[config.mk]
export PLATFORM = sky130hd
export DESIGN_NAME = rxw_wake_ctl
export DESIGN_NICKNAME = d
export VERILOG_FILES = /design/src/rtl/rxw_pkg.sv /design/src/rtl/rxw_idle_cnt.sv /design/src/rtl/rxw_msb_track.sv /design/src/rtl/rxw_wake_ctl.sv
export SDC_FILE = /design/constraint.sdc
export NUM_CORES = 1
export LEC_CHECK = 0
export BUFFER_PORTS_ARGS = -buffer_cell sky130_fd_sc_hd__buf_2
export CAP_MARGIN = 30
export CORE_MARGIN = 3
export CORE_UTILIZATION = 40
export DETAILED_ROUTE_END_ITERATION = 7
export HOLD_SLACK_MARGIN = 0.03
export PLACE_DENSITY = 0.65
export SLEW_MARGIN = 0
export SYNTH_ARGS = -nofsm -noshare
export SYNTH_HDL_FRONTEND = slang
export SYNTH_SLANG_ARGS = --single-unit
[constraint.sdc]
create_clock -name clk -period 2.3 [get_ports clk]
set_input_delay 0.46 -clock clk [delete_from_list [all_inputs] [get_ports clk]]
set_output_delay 0.46 -clock clk [all_outputs]
set_load 0.1 [all_outputs]
[src/rtl/rxw_pkg.sv]
package rxw_pkg;
    // data bits in the short character mode; the long mode adds one
    localparam int BASE_BITS = 8;

    typedef struct packed {
        logic addr_wake;
        logic nine_bit;
        logic idle_post_stop;
        logic idle_flag_asleep;
    } rxw_cfg_t;
endpackage

[src/rtl/rxw_idle_cnt.sv]
module rxw_idle_cnt #(
    parameter int BASE = rxw_pkg::BASE_BITS
) (
    input  logic clk,
    input  logic rst_n,
    input  logic nine_bit,
    input  logic post_stop,
    input  logic rx_start,
    input  logic rx_stop_stb,
    input  logic bit_tick,
    input  logic line_lvl,
    output logic idle_hit
);
    localparam int CW = $clog2(BASE + 4);
    localparam logic [CW-1:0] LAST_SHORT = CW'(BASE + 1);
    localparam logic [CW-1:0] LAST_LONG  = CW'(BASE + 2);

    typedef struct packed {
        logic          armed;
        logic [CW-1:0] cnt;
    } cnt_st_t;

    cnt_st_t st_d, st_q;
    logic [CW-1:0] last_w;

    always_comb begin
        st_d     = st_q;
        idle_hit = 1'b0;
        last_w   = nine_bit ? LAST_LONG : LAST_SHORT;
        if (rx_start) begin
            st_d.cnt   = '0;
            st_d.armed = !post_stop;
        end else begin
            if (bit_tick) begin
                if (!line_lvl) begin
                    st_d.cnt = '0;
                end else if (st_q.armed) begin
                    if (st_q.cnt == last_w) begin
                        idle_hit   = 1'b1;
                        st_d.cnt   = '0;
                        st_d.armed = 1'b0;
                    end else begin
                        st_d.cnt = st_q.cnt + 1'b1;
                    end
                end
            end
            if (rx_stop_stb && post_stop) begin
                st_d.armed = 1'b1;
            end
        end
    end

    always_ff @(posedge clk) begin
        if (!rst_n) st_q <= '0;
        else        st_q <= st_d;
    end

    // count never passes the longest character time
    assert_cnt_bound_R3: assert property (@(posedge clk) disable iff (!rst_n)
        st_q.cnt <= LAST_LONG);
    // a disarmed counter holds at zero until re-armed
    assert_disarm_hold_R10: assert property (@(posedge clk) disable iff (!rst_n)
        (!st_q.armed && !rx_start && !(rx_stop_stb && post_stop)) |=> (st_q.cnt == $past(st_q.cnt) || st_q.cnt == '0));
endmodule

[src/rtl/rxw_msb_track.sv]
module rxw_msb_track #(
    parameter int BASE = rxw_pkg::BASE_BITS
) (
    input  logic clk,
    input  logic rst_n,
    input  logic nine_bit,
    input  logic rx_start,
    input  logic rx_data_stb,
    input  logic line_lvl,
    output logic msb_one
);
    localparam int IW = $clog2(BASE + 2);
    localparam logic [IW-1:0] IDX_SAT = IW'(BASE + 1);

    typedef struct packed {
        logic [IW-1:0] idx;
    } trk_st_t;

    trk_st_t st_d, st_q;
    logic [IW-1:0] msb_idx;

    always_comb begin
        st_d    = st_q;
        msb_idx = nine_bit ? IW'(BASE) : IW'(BASE - 1);
        msb_one = 1'b0;
        if (rx_start) begin
            st_d.idx = '0;
        end else if (rx_data_stb) begin
            msb_one = (st_q.idx == msb_idx) && line_lvl;
            if (st_q.idx != IDX_SAT) st_d.idx = st_q.idx + 1'b1;
        end
    end

    always_ff @(posedge clk) begin
        if (!rst_n) st_q <= '0;
        else        st_q <= st_d;
    end

    // index saturates at one past the longest character
    assert_idx_bound_R8: assert property (@(posedge clk) disable iff (!rst_n)
        st_q.idx <= IDX_SAT);
endmodule

[src/rtl/rxw_wake_ctl.sv]
module rxw_wake_ctl #(
    parameter int BASE = rxw_pkg::BASE_BITS
) (
    input  logic clk,
    input  logic rst_n,
    input  logic cfg_addr_wake,
    input  logic cfg_nine_bit,
    input  logic cfg_idle_post_stop,
    input  logic cfg_idle_flag_asleep,
    input  logic sleep_req,
    input  logic rdf_clr,
    input  logic idle_clr,
    input  logic ie_rx,
    input  logic ie_idle,
    input  logic rx_start,
    input  logic rx_data_stb,
    input  logic rx_stop_stb,
    input  logic bit_tick,
    input  logic line_lvl,
    output logic sleep_o,
    output logic rdf_o,
    output logic idle_o,
    output logic irq_o
);
    import rxw_pkg::*;

    typedef struct packed {
        logic sleep;
        logic rdf;
        logic idle;
    } flag_st_t;

    rxw_cfg_t cfg;
    flag_st_t st_d, st_q;
    logic idle_hit, msb_one, wake;

    assign cfg = '{addr_wake: cfg_addr_wake, nine_bit: cfg_nine_bit,
                   idle_post_stop: cfg_idle_post_stop,
                   idle_flag_asleep: cfg_idle_flag_asleep};

    rxw_idle_cnt #(.BASE(BASE)) u_idle (
        .clk(clk), .rst_n(rst_n), .nine_bit(cfg.nine_bit),
        .post_stop(cfg.idle_post_stop), .rx_start(rx_start),
        .rx_stop_stb(rx_stop_stb), .bit_tick(bit_tick),
        .line_lvl(line_lvl), .idle_hit(idle_hit));

    rxw_msb_track #(.BASE(BASE)) u_msb (
        .clk(clk), .rst_n(rst_n), .nine_bit(cfg.nine_bit),
        .rx_start(rx_start), .rx_data_stb(rx_data_stb),
        .line_lvl(line_lvl), .msb_one(msb_one));

    always_comb begin
        st_d = st_q;
        wake = st_q.sleep && (cfg.addr_wake ? msb_one : idle_hit);
        if (sleep_req)  st_d.sleep = 1'b1;
        else if (wake)  st_d.sleep = 1'b0;
        if (rx_stop_stb && !st_q.sleep) st_d.rdf = 1'b1;
        else if (rdf_clr)               st_d.rdf = 1'b0;
        if (idle_hit && (!st_q.sleep || cfg.idle_flag_asleep)) st_d.idle = 1'b1;
        else if (idle_clr)                                       st_d.idle = 1'b0;
    end

    always_ff @(posedge clk) begin
        if (!rst_n) st_q <= '0;
        else        st_q <= st_d;
    end

    assign sleep_o = st_q.sleep;
    assign rdf_o   = st_q.rdf;
    assign idle_o  = st_q.idle;
    assign irq_o   = (st_q.rdf & ie_rx) | (st_q.idle & ie_idle);

    assert_sleep_req_R2: assert property (@(posedge clk) disable iff (!rst_n)
        sleep_req |=> sleep_o);
    assert_wake_cause_R3: assert property (@(posedge clk) disable iff (!rst_n)
        $fell(sleep_o) |-> $past(idle_hit || msb_one));
    assert_rdf_source_R9: assert property (@(posedge clk) disable iff (!rst_n)
        $rose(rdf_o) |-> ($past(rx_stop_stb) && !$past(sleep_o)));
    assert_idle_source_R10: assert property (@(posedge clk) disable iff (!rst_n)
        $rose(idle_o) |-> $past(idle_hit));
endmodule

; Word-level counts from Yosys, hierarchy flattened
; Index checks and enable logic that the tools add are counted.
[word_totals]
reg_bits = 12
in_bits = 16
[classes]
n_eq_ne = 4
mux = 24
reduce_logical = 17
bitwise = 4
addsub = 2
[ops]
columns = cell, n
row1 = $mux 1, 17
row2 = $mux 5, 3
row3 = $mux 4, 3
row4 = $add 4x1->4 const B, 2
row5 = $eq 4x4->1, 2
row6 = $reduce_and 2->1, 3
row7 = $reduce_bool 2->1, 3
row8 = $reduce_bool 3->1, 2
row9 = $logic_and 1x1->1, 5
row10 = $ne 4x4->1 const B, 1
row11 = $and 1x1->1, 2
row12 = $logic_not 1->1, 2
row13 = $mux 2, 1
row14 = $ne 2x1->1 const B, 1
row15 = $reduce_or 2->1, 1
row16 = $logic_or 1x1->1, 1
row17 = $not 1->1, 1
row18 = $or 1x1->1, 1

; Longest topological paths before layout
[logic_depth]
word_depth = 11
mapped_depth = 6

; Cells and area by module
; Synthesis repeated with hierarchy kept, for this count alone.
[unflattened]
hier_cells = 81
area_unflattened_um2 = 696.9
[modules_own_cells]
columns = module, cells_per_inst, n_inst, seq_area_each_um2, area_each_um2
row1 = rxw_idle_cnt, 38, 1, 100.1, 319.1
row2 = rxw_msb_track, 29, 1, 80.1, 247.7
row3 = rxw_wake_ctl, 14, 1, 60.1, 130.1

; Least setup slack after synthesis
; No wires, ideal clock.
[synth_timing]
kind = reg2out
startpoint = register st_q (netlist bit rdf_o)
endpoint = output irq_o
path_buffers = 0
path_stages_with_launch = 2
required_ns = 1.840
t_arrival_ns = 1.854
slack_ns = -0.014
path_cell_list = dfxtp_1 -> a22o_1
[synth_between]
elab_chain_len = 2
[synth_rtl]
columns = element, line_no
row1 = start: declaration, rxw_wake_ctl.sv:34  ; flag_st_t st_d, st_q;
row2 = start signal: assignment, rxw_wake_ctl.sv:65  ; else st_q <= st_d;
row3 = $and 1x1->1, rxw_wake_ctl.sv:71  ; assign irq_o = (st_q.rdf & ie_rx) | (st_q.idle & ie_idle);
row4 = $or 1x1->1, rxw_wake_ctl.sv:71
row5 = end: declaration, rxw_wake_ctl.sv:23  ; output logic irq_o
; Every way passes these cells.

; Worst setup path in the final report
; Ends and elaborated chain as after synthesis.

==> qor.csv <==
metric,value,unit
top-area cell type share of the netlist area,37.9,%
number of H-tree levels,1,
Worst R2R End,u_idle.st_q[2],
RSZ-0062 raised after global routing,no,
fmax,0.607,GHz
Post-Syn Area,633,µm²
crit path kind,reg2out,
Setup crit end kind,primary output,
HP Start,bit_tick,
hold path depth,2,
"count leader, synth",dfxtp_1,
"Hold Violations, Final",0,
# port buffers,19,
r2r startpoint,u_idle.st_q[0],
gr usage total,15.6,%
diodes inserted,0,
top post-synthesis cells by area,"dfxtp_1 (38%), ha_1 (5.9%), nand2_1 (5.3%)",
DRT Pass-1 Iters,4,
Die Y,45.8,µm
clk slew on worst S/H paths,0.08,ns
Synth top cells by count,"dfxtp_1 (12), nand2_1 (9), nor2_1 (6), o21ai_0 (6), nand3_1 (5)",
CTS root buf,clkbuf_4,
Fin Clk Skew,0.000818,ns
TritonCTS Sinks,12,
Tightest Pin Transition,0.485,ns
CTS tree,done,
initial antenna violation count,0,
IO Pins,20,
Layout area overhead,23.1,%
WHS Endpoint,u_idle.st_q[2],
flop2flop setup slack,0.99,ns
routability cong.,0.698,
vias in the first global route,563,
"Net Count, Synth",95,
Slew HR,67.9,%
number of setup violations in the final report,0,
Min Hold Slack,0.440,ns
"Clk Latency, worst-skew pair",0.27,ns
Synth Warn #,0,
post-synthesis cell count,76,
Post-synth EDFFs,0,
CTS Hold Bufs,0,
crit path launch type,flop,
run status,"complete, no violations",
Num CTS Buffers,3,
PD cells,588,mW/mm²
Initial Util,45.3,%
"Distinct cells, synth",30,
nets@finish,118,
leakage power,0.000334,µW
syn_area_per_cell,8.33,µm²
ys async rst share,0,%
Routed wire per std cell,11.8,µm
Peak VDD IR,354,µV
worst setup margin,0.652,ns
register area share after synthesis,37.9,%
pre-CTS WS,0.760,ns
Die X,45.8,µm
max-slew violation count,0,
Worst Path Max Fanout,3,
number of DRC markers in iteration 0,8,
synthesized flop and latch total,12,
Worst EP arrival,1.19,ns
first-pass GRT wire length,2370,µm
DRC Markers,0,
DP Wirelength,1030,µm
final setup TNS,0,ns
max-capacitance violation count,0,
worst hold path type,in2reg,
Final ANT Viol Nets,0,
GRT overflow,0,
Main synth FF type,dfxtp_1,
path depth of the worst reg2reg path,4,
fin crit share,71.6,%
"Gates resized, CTS repair",0,
final WL,1330,µm
DR vias,613,
Tmin final,1.65,ns
Post-CTS Setup Bufs,0,
Crit path required time,1.84,ns
fraction of layout cells with a size suffix above 1,26.5,%
Synth area leader,dfxtp_1,
CORE AREA,0.00140,mm²
number of cell rows,13,
routed vias/inst,5.42,
largest net degree at the start of global routing,9,
clk buf depth,2,
die area,0.00210,mm²
[registers in the layout (all words and copies together) (netlist names)]
signal / count
rdf_o: 1
idle_o: 1
u_msb.st_q: 4
sleep_o: 1
u_idle.st_q: 5
[report_power, final]
group / internal (µW) / switching, µW
logic: 22.6 / 46.1
clock network: 96.2 / 74.2
registers: 213 / 6.17
total: 332 / 126
[metrics by stage]
step | instances | area, µm² | power [µW] | utilization [%]
3_5_place_dp | 109 | 743 | 293 | 53.1
3_3_place_gp | 109 | 743 | 292 | 53.1
2_1_floorplan | 76 | 634 | 268 | -
6_report | 113 | 779 | 459 | 55.7
4_1_cts | 113 | 779 | 466 | 55.7
5_1_grt | 113 | 779 | 485 | 55.7
[cells by family after synthesis]
family          count (synthesis)  share of synthesized area [%]
flops                          12                           37.9
xor+xnor                        3                           4.15
fa+ha+maj                       3                           5.93
simple gates                   34                           28.9
compound gates                 20                           20.6
buf+inv                         4                           2.57
[per-layer routing]
layer  wire, µm  track usage (%)
met1        612             19.9
met2        601             24.0
met3        105             6.32
met4         10             5.11
met5          0                0
[critical path: stages (launching register included)]
cell and delay (ns):
dfxtp_1 0.36, a22o_2 0.14, buf_2 0.41
[worst max-delay path by stage]
stage                from    end  slack, ns  depth (start not counted)
finish              rdf_o  irq_o       0.65                          2
detailed placement  ie_rx  irq_o       0.76                          3
CTS                 rdf_o  irq_o       0.64                          2
global placement    ie_rx  irq_o       0.77                          3
floorplan           rdf_o  irq_o       0.25                          1
global route        rdf_o  irq_o       0.59                          2
[area by class of cell]
type,count,area [µm²]
Tap cell,15,18.8
Sequential cell,12,240
Fill cell,142,619
Inverter,3,11.3
Clock buffer,4,36.3
Timing Repair Buffer,19,95.1
Multi-Input combinational cell,60,378
[placed cells by master (no fill, tap or decap), types with 2 or more instances in the layout]
cell | synthesis | layout
o21ai_0 | 6 | 6
a211oi_1 | 2 | 2
nor2b_1 | 2 | 2
nor4_1 | 2 | 2
nor2_1 | 6 | 6
nand3b_1 | 2 | 2
inv_1 | 3 | 3
dfxtp_1 | 12 | 12
nand2b_1 | 2 | 2
clkbuf_4 | 0 | 3
nand2_1 | 9 | 9
buf_2 | 1 | 19
ha_1 | 3 | 3
xor2_1 | 2 | 2
nand3_1 | 5 | 5
a21oi_1 | 4 | 4
Note: power is estimated with default switching activity, not from simulation.
